File: src/rtl/wbk_pkg.sv
package wbk_pkg;
  localparam int REG_W = 32;
  localparam int BUS_AW = 5;
  localparam int CNT_W = 16;

  localparam logic [BUS_AW-1:0] OFS_BASE  = 5'h00;
  localparam logic [BUS_AW-1:0] OFS_PITCH = 5'h04;
  localparam logic [BUS_AW-1:0] OFS_SIZE  = 5'h08;
  localparam logic [BUS_AW-1:0] OFS_CTRL  = 5'h0C;
  localparam logic [BUS_AW-1:0] OFS_PROG  = 5'h10;

  localparam int BIT_START   = 0;
  localparam int BIT_IRQEN   = 2;
  localparam int BIT_ABORT   = 14;
  localparam int BIT_RESTART = 15;
  localparam int BIT_PWRDN   = 21;

  localparam logic [9:0] ID_BITS = 10'b0101010001;
  localparam logic [REG_W-1:0] CTRL_KEEP = 32'h003F_BFFC;

  typedef struct packed {
    logic goWr;
    logic abortWr;
  } busCmd_t;

  typedef struct packed {
    logic clearCount;
    logic incCount;
  } seqStrobe_t;
endpackage

File: src/rtl/wbk_regs.sv
module wbk_regs
  import wbk_pkg::*;
#(
  parameter int LINE_ADDR_W = 32
) (
  input  logic                   clk,
  input  logic                   rstN,
  input  logic                   busWrEn,
  input  logic [BUS_AW-1:0]      busAddr,
  input  logic [REG_W-1:0]       busWrData,
  output logic [REG_W-1:0]       busRdData,
  input  logic                   busy,
  input  seqStrobe_t             strobe,
  output busCmd_t                cmd,
  output logic                   countBelow,
  output logic [LINE_ADDR_W-1:0] lineAddr,
  output logic                   restartEn,
  output logic                   irqEn,
  output logic                   pwrDown
);
  logic [REG_W-1:0] baseReg, pitchReg, sizeReg, ctrlReg;
  logic [CNT_W-1:0] lineCount;
  logic [REG_W-1:0] lineOffs, lineFull;
  logic             ctrlWr;

  assign ctrlWr = busWrEn && (busAddr == OFS_CTRL);
  assign cmd.goWr = ctrlWr && busWrData[BIT_START];
  assign cmd.abortWr = ctrlWr && busWrData[BIT_ABORT];

  always_ff @(posedge clk) begin
    if (!rstN) begin
      baseReg  <= '0;
      pitchReg <= '0;
      sizeReg  <= '0;
      ctrlReg  <= '0;
    end else if (busWrEn) begin
      case (busAddr)
        OFS_BASE:  baseReg  <= busWrData;
        OFS_PITCH: pitchReg <= busWrData;
        OFS_SIZE:  sizeReg  <= busWrData;
        OFS_CTRL:  ctrlReg  <= busWrData & CTRL_KEEP;
        default: ;
      endcase
    end
  end

  always_ff @(posedge clk) begin
    if (!rstN) lineCount <= '0;
    else if (strobe.clearCount) lineCount <= '0;
    else if (strobe.incCount) lineCount <= lineCount + 1'b1;
  end

  assign countBelow = lineCount < sizeReg[REG_W-1 -: CNT_W];
  assign lineOffs = pitchReg * {{(REG_W-CNT_W){1'b0}}, lineCount};
  assign lineFull = baseReg + lineOffs;
  assign lineAddr = lineFull[LINE_ADDR_W-1:0];
  assign restartEn = ctrlReg[BIT_RESTART];
  assign irqEn = ctrlReg[BIT_IRQEN];
  assign pwrDown = ctrlReg[BIT_PWRDN];

  always_comb begin
    case (busAddr)
      OFS_BASE:  busRdData = baseReg;
      OFS_PITCH: busRdData = pitchReg;
      OFS_SIZE:  busRdData = sizeReg;
      OFS_CTRL:  busRdData = {ID_BITS, ctrlReg[21:15], 1'b0, ctrlReg[13:2], busy, 1'b0};
      OFS_PROG:  busRdData = {{(REG_W-CNT_W){1'b0}}, lineCount};
      default:   busRdData = '0;
    endcase
  end
endmodule

File: src/rtl/wbk_seq.sv
module wbk_seq
  import wbk_pkg::*;
(
  input  logic       clk,
  input  logic       rstN,
  input  busCmd_t    cmd,
  input  logic       countBelow,
  input  logic       restartEn,
  input  logic       lineDone,
  output seqStrobe_t strobe,
  output logic       busy,
  output logic       doneSeen,
  output logic       lineReq,
  output logic       frameStart
);
  logic startAcc, abortAcc, endNow;

  assign startAcc = cmd.goWr && !busy;
  assign abortAcc = cmd.abortWr && busy;
  assign endNow   = busy && !countBelow && !abortAcc;
  assign lineReq  = busy && countBelow;

  assign strobe.clearCount = startAcc;
  assign strobe.incCount   = lineReq && lineDone && !abortAcc;

  always_ff @(posedge clk) begin
    if (!rstN) begin
      busy       <= 1'b0;
      doneSeen   <= 1'b0;
      frameStart <= 1'b0;
    end else begin
      frameStart <= startAcc || (endNow && restartEn);
      if (abortAcc || endNow) begin
        busy     <= 1'b0;
        doneSeen <= 1'b1;
      end else if (startAcc) begin
        busy     <= 1'b1;
        doneSeen <= 1'b0;
      end
    end
  end
endmodule

File: src/rtl/wbk_ctrl.sv
module wbk_ctrl
  import wbk_pkg::*;
#(
  parameter int LINE_ADDR_W = 32
) (
  input  logic                   clk,
  input  logic                   rstN,
  input  logic                   busWrEn,
  input  logic [4:0]             busAddr,
  input  logic [31:0]            busWrData,
  output logic [31:0]            busRdData,
  output logic                   lineReq,
  output logic [LINE_ADDR_W-1:0] lineAddr,
  input  logic                   lineDone,
  output logic                   frameStart,
  output logic                   irq,
  output logic                   memPowerDown
);
  busCmd_t    cmd;
  seqStrobe_t strobe;
  logic       busy, doneSeen, countBelow, restartEn, irqEn;

  wbk_regs #(.LINE_ADDR_W(LINE_ADDR_W)) i_regs (
    .clk(clk), .rstN(rstN), .busWrEn(busWrEn), .busAddr(busAddr),
    .busWrData(busWrData), .busRdData(busRdData), .busy(busy),
    .strobe(strobe), .cmd(cmd), .countBelow(countBelow),
    .lineAddr(lineAddr), .restartEn(restartEn), .irqEn(irqEn),
    .pwrDown(memPowerDown)
  );

  wbk_seq i_seq (
    .clk(clk), .rstN(rstN), .cmd(cmd), .countBelow(countBelow),
    .restartEn(restartEn), .lineDone(lineDone), .strobe(strobe),
    .busy(busy), .doneSeen(doneSeen), .lineReq(lineReq),
    .frameStart(frameStart)
  );

  assign irq = irqEn && doneSeen && !busy;
endmodule

File: config.mk
export PLATFORM = sky130hd
export DESIGN_NAME = wbk_ctrl
export DESIGN_NICKNAME = d
export VERILOG_FILES = /design/src/rtl/wbk_pkg.sv /design/src/rtl/wbk_regs.sv /design/src/rtl/wbk_seq.sv /design/src/rtl/wbk_ctrl.sv
export SDC_FILE = /design/constraint.sdc
export NUM_CORES = 1
export LEC_CHECK = 0
export ABC_CLOCK_PERIOD_IN_PS = 10170
export CAP_MARGIN = 15
export CORE_MARGIN = 5
export CORE_UTILIZATION = 45
export DETAILED_ROUTE_END_ITERATION = 10
export DONT_BUFFER_PORTS = 1
export PLACE_DENSITY = 0.58
export SYNTH_ARGS = -nofsm -noshare
export SYNTH_HDL_FRONTEND = slang
export SYNTH_SLANG_ARGS = --single-unit
File: constraint.sdc
create_clock -name clk -period 10.17 [get_ports clk]
set_input_delay 1.017 -clock clk [delete_from_list [all_inputs] [get_ports clk]]
set_output_delay 1.017 -clock clk [all_outputs]
set_load 0.02 [all_outputs]
After elaboration in Yosys (flattened, before gate mapping)
Cells that the tools add are included.

storage, ports and cells
  bits of input ports = 41
  flip-flop bits (word level) = 134
  logic and storage cells = 46

operators by class
  $add $sub $neg = 2
  equality and inequality tests = 4
  reduce and logical (&&, ||, !) cells = 26
  bitwise gates (word level) = 1
  order comparisons = 1
  muxes and demuxes = 3
  multipliers = 1

operator list
  cell                                                                    number
  32-bit one-hot mux with 5 select lines                                  1
  32-bit adder                                                            1
  32-bit by 16-bit multiplier with 32-bit output                          1
  16-bit by 1-bit adder with 16-bit output (second input constant)        1
  16-bit < comparator                                                     1
  1-bit logical AND                                                       13
  5-bit by 4-bit equality test with 1-bit output (second input constant)  2
  2-bit AND reduction                                                     4
  5-bit by 3-bit equality test with 1-bit output (second input constant)  1
  5-bit equality test (second input constant)                             1
  5-bit zero test                                                         1
  2-bit OR reduction                                                      2
  1-bit zero test                                                         3
  1-bit logical OR                                                        2
  1-bit 2-to-1 mux                                                        2
  2-bit nonzero test                                                      1
  1-bit inverter                                                          1

Logic depth before layout (Yosys ltp)
  word-level depth = 8
  mapped depth = 24
  gate-level depth less buffers = 22

By module
From an unflattened synthesis, not the netlist that was laid out.

unflattened totals
  cells, all modules = 2260
  area total of the unflattened synthesis = 18677.9 um^2

modules (own cells, without submodules)
  module    times used  area an instance (um^2)  cells each  sequential area each (um^2)
  wbk_regs  1           18527.8                  2243        2622.5
  wbk_seq   1           141.4                    16          60.1
  wbk_ctrl  1           8.8                      1           0.0

Least setup slack after synthesis
No wires, ideal clock.

  path kind = register to output
  start point = register i_regs.lineCount[4]
  end point = output port lineAddr[30]
  stages on the path, launching flop included = 22
  arrival = 6.492 ns
  slack = 2.661 ns
  buffers on the path = 2
  path through = dfxtp_1 > clkbuf_1 > clkbuf_1 > nand2_1 > fa_1 > inv_1 > fa_1 > fa_1 > fa_1 > fa_1 > inv_1 > fa_1 > inv_1 > ha_1 > and3_1 > and2_1 > a221oi_1 > nor2b_1 > or3_1 > or4_1 > and3_1 > a311o_1

between the ends
  cells in the longest elaborated chain, start to end = 2

ends and longest elaborated chain
  element                                         RTL line        RTL
  start: declaration                              wbk_regs.sv:22  logic [CNT_W-1:0] lineCount;
  start signal: assignment                        wbk_regs.sv:50  else if (strobe.incCount) lineCount <= lineCount + 1'b1;
  32-bit by 16-bit multiplier with 32-bit output  wbk_regs.sv:54  assign lineOffs = pitchReg * {{(REG_W-CNT_W){1'b0}}, lineCount};
  32-bit adder                                    wbk_regs.sv:55  assign lineFull = baseReg + lineOffs;
  end: declaration                                wbk_ctrl.sv:13  output logic [LINE_ADDR_W-1:0] lineAddr,

No other way between the ends.

Worst setup path after layout
  start point = register i_regs.lineCount[3]
  end point = output port lineAddr[30]

The elaborated chain is that of the path after synthesis.

==> load_flow_metrics.sql <==
INSERT INTO impl_metrics (metric_group, metric, value, unit) VALUES
('status', 'outcome', 'completed', ''),
('detailed_routing', 'via_count', '14500', ''),
('timing', 'setup_tns', '0', 'ns'),
('timing', 'max_slew.worst_pin.slew', '1.01', 'ns'),
('floorplan', 'ios', '109', ''),
('detailed_routing', 'drt-wirelength-per-cell', '19.6', 'microns'),
('timing', 'setup_slack', '1.60', 'ns'),
('final_layout', 'mostFrequentLayoutCell', 'nand2_1', ''),
('power_and_ir_drop', 'power.ir.vdd_worst', '0.126', 'mV'),
('cts', 'clock_tree.root_cell', 'clkbuf_16', ''),
('worst_setup_path', 'required', '9.15', 'ns'),
('yosys', 'post_synth_num_cell_types', '55', ''),
('power_and_ir_drop', 'p_switching', '0.000296', 'W'),
('cts', 'cts_resized', '0', ''),
('yosys', 'postSynthAreaPerCell', '8.22', 'sq um'),
('power_and_ir_drop', 'p_int', '0.000934', 'W'),
('detailed_routing', 'detail_route.vias_per_cell', '5.27', ''),
('worst_setup_path', 'timing.setup.critical_path_class', 'flip-flop to output pin', ''),
('power_and_ir_drop', 'combPwrFrac', '0.031', ''),
('grt', 'first_pass_grt_wire_length', '86.4', 'mm'),
('timing', 'worst_clock_skew', '0.0110', 'ns'),
('final_layout', 'num-nets-final', '2656', ''),
('power_and_ir_drop', 'pwr_density_cell', '62.2', 'nW/um^2'),
('floorplan', 'die_boundary_height', '214', 'microns'),
('timing', 'setup_viol', '0', ''),
('yosys', 'async_flop_share', '0', ''),
('run', 'drv.max_cap_violation_count', '0', ''),
('yosys', 'ys_top_cells_by_area', 'fa_1 (36%), dfxtp_1 (14%), nand2_1 (11%)', ''),
('detailed_routing', 'route.detailed.drc', '0', ''),
('placement', 'final_hpwl_dp', '41.0', 'mm'),
('worst_setup_path', 'timing.critical_path.arrival', '7.55', 'ns'),
('timing', 'final_min_period_over_clock_period', '0.843', ''),
('timing', 'finalHoldViolations', '0', ''),
('yosys', 'ys_ff_latch', '134', ''),
('floorplan', 'core-area', '41100', 'sq um'),
('min_path', 'timing.hold.worst.class', 'flip-flop to flip-flop', ''),
('timing', 'finalWorstPathRequiredPeriod', '8.57', 'ns'),
('power_and_ir_drop', 'swShare', '0.241', ''),
('yosys', 'yosysSeqAreaShare', '0.143', ''),
('cts', 'worst_skew_pair.late_latency', '0.44', 'ns'),
('grt', 'largest_net_degree_at_the_start_of_global_routing', '120', ''),
('cts', 'cts.sinks', '134', ''),
('floorplan', 'num_rows', '74', ''),
('cts', 'cts.path.max_buffers', '2', ''),
('placement', 'placed_area', '19200', 'sq um'),
('final_layout', 'multi_input_comb_area', '13900', 'sq um'),
('grt', 'number_of_global_route_vias_before_repair', '15300', ''),
('floorplan', 'floorplan.initialDensity', '0.457', ''),
('cts', 'cts_hold_buf', '0', ''),
('grt', 'global_route.usage.total', '0.235', ''),
('worst_setup_path', 'setup.worst_path.end_class', 'output pin', ''),
('worst_setup_path', 'nature_of_the_critical_path_startpoint', 'flip-flop', ''),
('detailed_routing', 'wire_length_after_detailed_routing', '53.6', 'mm'),
('yosys', 'mapped_cell_area', '18800', 'sq um'),
('yosys', 'netlist_instances', '2286', ''),
('timing', 'grt_setup_unrepaired', 'no', ''),
('yosys', 'synthesis.nets', '2745', ''),
('detailed_routing', 'dr.first_iter.drc_count', '899', ''),
('final_layout', 'seq_cell_area', '2690', 'sq um'),
('cts', 'clk_pin_slew', '0.07', 'ns'),
('detailed_routing', 'drt_pass1_iterations', '5', ''),
('yosys', 'synth.yosys.warnings', '0', ''),
('cts', 'postCtsSetupRepairBufs', '0', ''),
('final_layout', 'layout.filler_cells', '4059', ''),
('final_layout', 'area_growth', '5.32', '%'),
('placement', 'io_buffer_count', '0', ''),
('power_and_ir_drop', 'p_clk_frac', '0.535', ''),
('yosys', 'yosys.area.top_type', 'fa_1', ''),
('yosys', 'synth.top_cell.area_share', '0.356', ''),
('grt', 'grt_antenna_before_repair', '1', ''),
('power_and_ir_drop', 'leakagePower', '8.53', 'nW');
==> cells in the mapped netlist, types with 2 or more instances <==
library cell,n
nand2_1,550
inv_1,447
fa_1,334
dfxtp_1,134
clkbuf_1,129
and2_1,128
a21boi_0,119
ha_1,84
xnor2_1,50
nor2_1,48
a21oi_1,32
a22oi_1,28
nand3_1,27
o21ai_0,19
nor2b_1,14
a211oi_1,13
xor2_1,10
a21o_1,9
buf_1,8
mux2i_1,8
nor3_1,8
o31ai_1,8
nor4_1,7
or4_1,7
mux4_2,6
o21a_1,6
and3_1,5
nand2b_1,5
o211ai_1,4
or3_1,4
nand4_1,3
o21ai_1,3
o21bai_1,3
a221oi_1,2
a222oi_1,2
and2_0,2
o2111ai_1,2
==> path summary, 6_finish.rpt <==
path	startpoint	endpoint	slack [ns]	cells after the start
setup reg to reg	i_regs.lineCount[9]	i_regs.lineCount[15]	6.10	10
setup / recovery	i_regs.lineCount[3]	lineAddr[30]	1.60	19
hold reg to reg	i_regs.sizeReg[30]	i_regs.sizeReg[30]	0.47	2
hold / removal	i_regs.sizeReg[30]	i_regs.sizeReg[30]	0.47	2
==> flip-flops by register name, indices dropped and copies added (netlist names) <==
name,count
i_regs.baseReg,32
i_regs.pitchReg,32
i_regs.sizeReg,32
i_regs.ctrlReg,19
i_regs.lineCount,16
i_seq.busy,1
i_seq.doneSeen,1
i_seq.frameStart,1
==> critical path: stages (launching register included) <==
cell and delay (ns):
dfxtp_2 0.99, nand2_1 0.16, fa_1 0.50, fa_1 0.52
fa_1 0.55, inv_1 0.07, fa_1 0.49, fa_1 0.49
inv_1 0.05, fa_1 0.47, inv_1 0.04, ha_1 0.36
a211oi_1 0.32, o21ai_1 0.13, a221oi_1 0.42, nor2b_1 0.08
or3_1 0.46, or4_1 0.45, and3_1 0.19, a311o_1 0.36
==> metal layers <==
layer | vias up | track usage | share of wire
met5 | - | 0 | 0
li1 | 6672 | - | -
met4 | 0 | 0.0550 | 0.019
met2 | 395 | 0.394 | 0.47
met3 | 71 | 0.0449 | 0.060
met1 | 7317 | 0.319 | 0.45
==> cell type report <==
type / count / share of cell area
multi-input combinational: 1567 / 0.703
clock buffer: 17 / 0.0215
inverter: 447 / 0.0848
tap: 532 / 0.0336
timing repair buffer: 30 / 0.0114
sequential: 134 / 0.136
clock inverter: 15 / 0.00967
==> power by group through the flow <==
stage | clock network (W) | logic (W) | registers [W]
global placement | 0 | 0.0000382 | 0.000546
detailed placement | 0 | 0.0000387 | 0.000546
CTS | 0.000666 | 0.0000387 | 0.000534
global route | 0.000690 | 0.0000417 | 0.000535
floorplan | 0 | 0.0000381 | 0.000542
finish | 0.000658 | 0.0000385 | 0.000534
==> through the flow <==
| step | hold slack (ns) | cells | util | total power, W |
|---|---|---|---|---|
| finish | 0.466 | 2742 | 0.481 | 0.00123 |
| global route | 0.480 | 2742 | 0.481 | 0.00127 |
| CTS | 0.466 | 2742 | 0.481 | 0.00124 |
| detailed placement | 0.457 | 2710 | 0.466 | 0.000585 |
| global placement | 0.451 | 2710 | 0.466 | 0.000584 |
| floorplan | 0.440 | 2286 | - | 0.000580 |
==> cells by family (layout without fill, tap and decap cells) <==
logic type | after synthesis | after routing | share of synthesized area
AO/OA/AOI/OAI | 258 | 258 | 0.0970
XOR/XNOR | 60 | 60 | 0.0280
adder cells (fa/ha/maj) | 418 | 418 | 0.412
buffers and inverters | 585 | 509 | 0.117
flip-flops | 134 | 134 | 0.143
multiplexers | 14 | 14 | 0.0115
AND/OR/NAND/NOR | 817 | 817 | 0.192
Note: power is estimated with default switching activity, not from simulation.
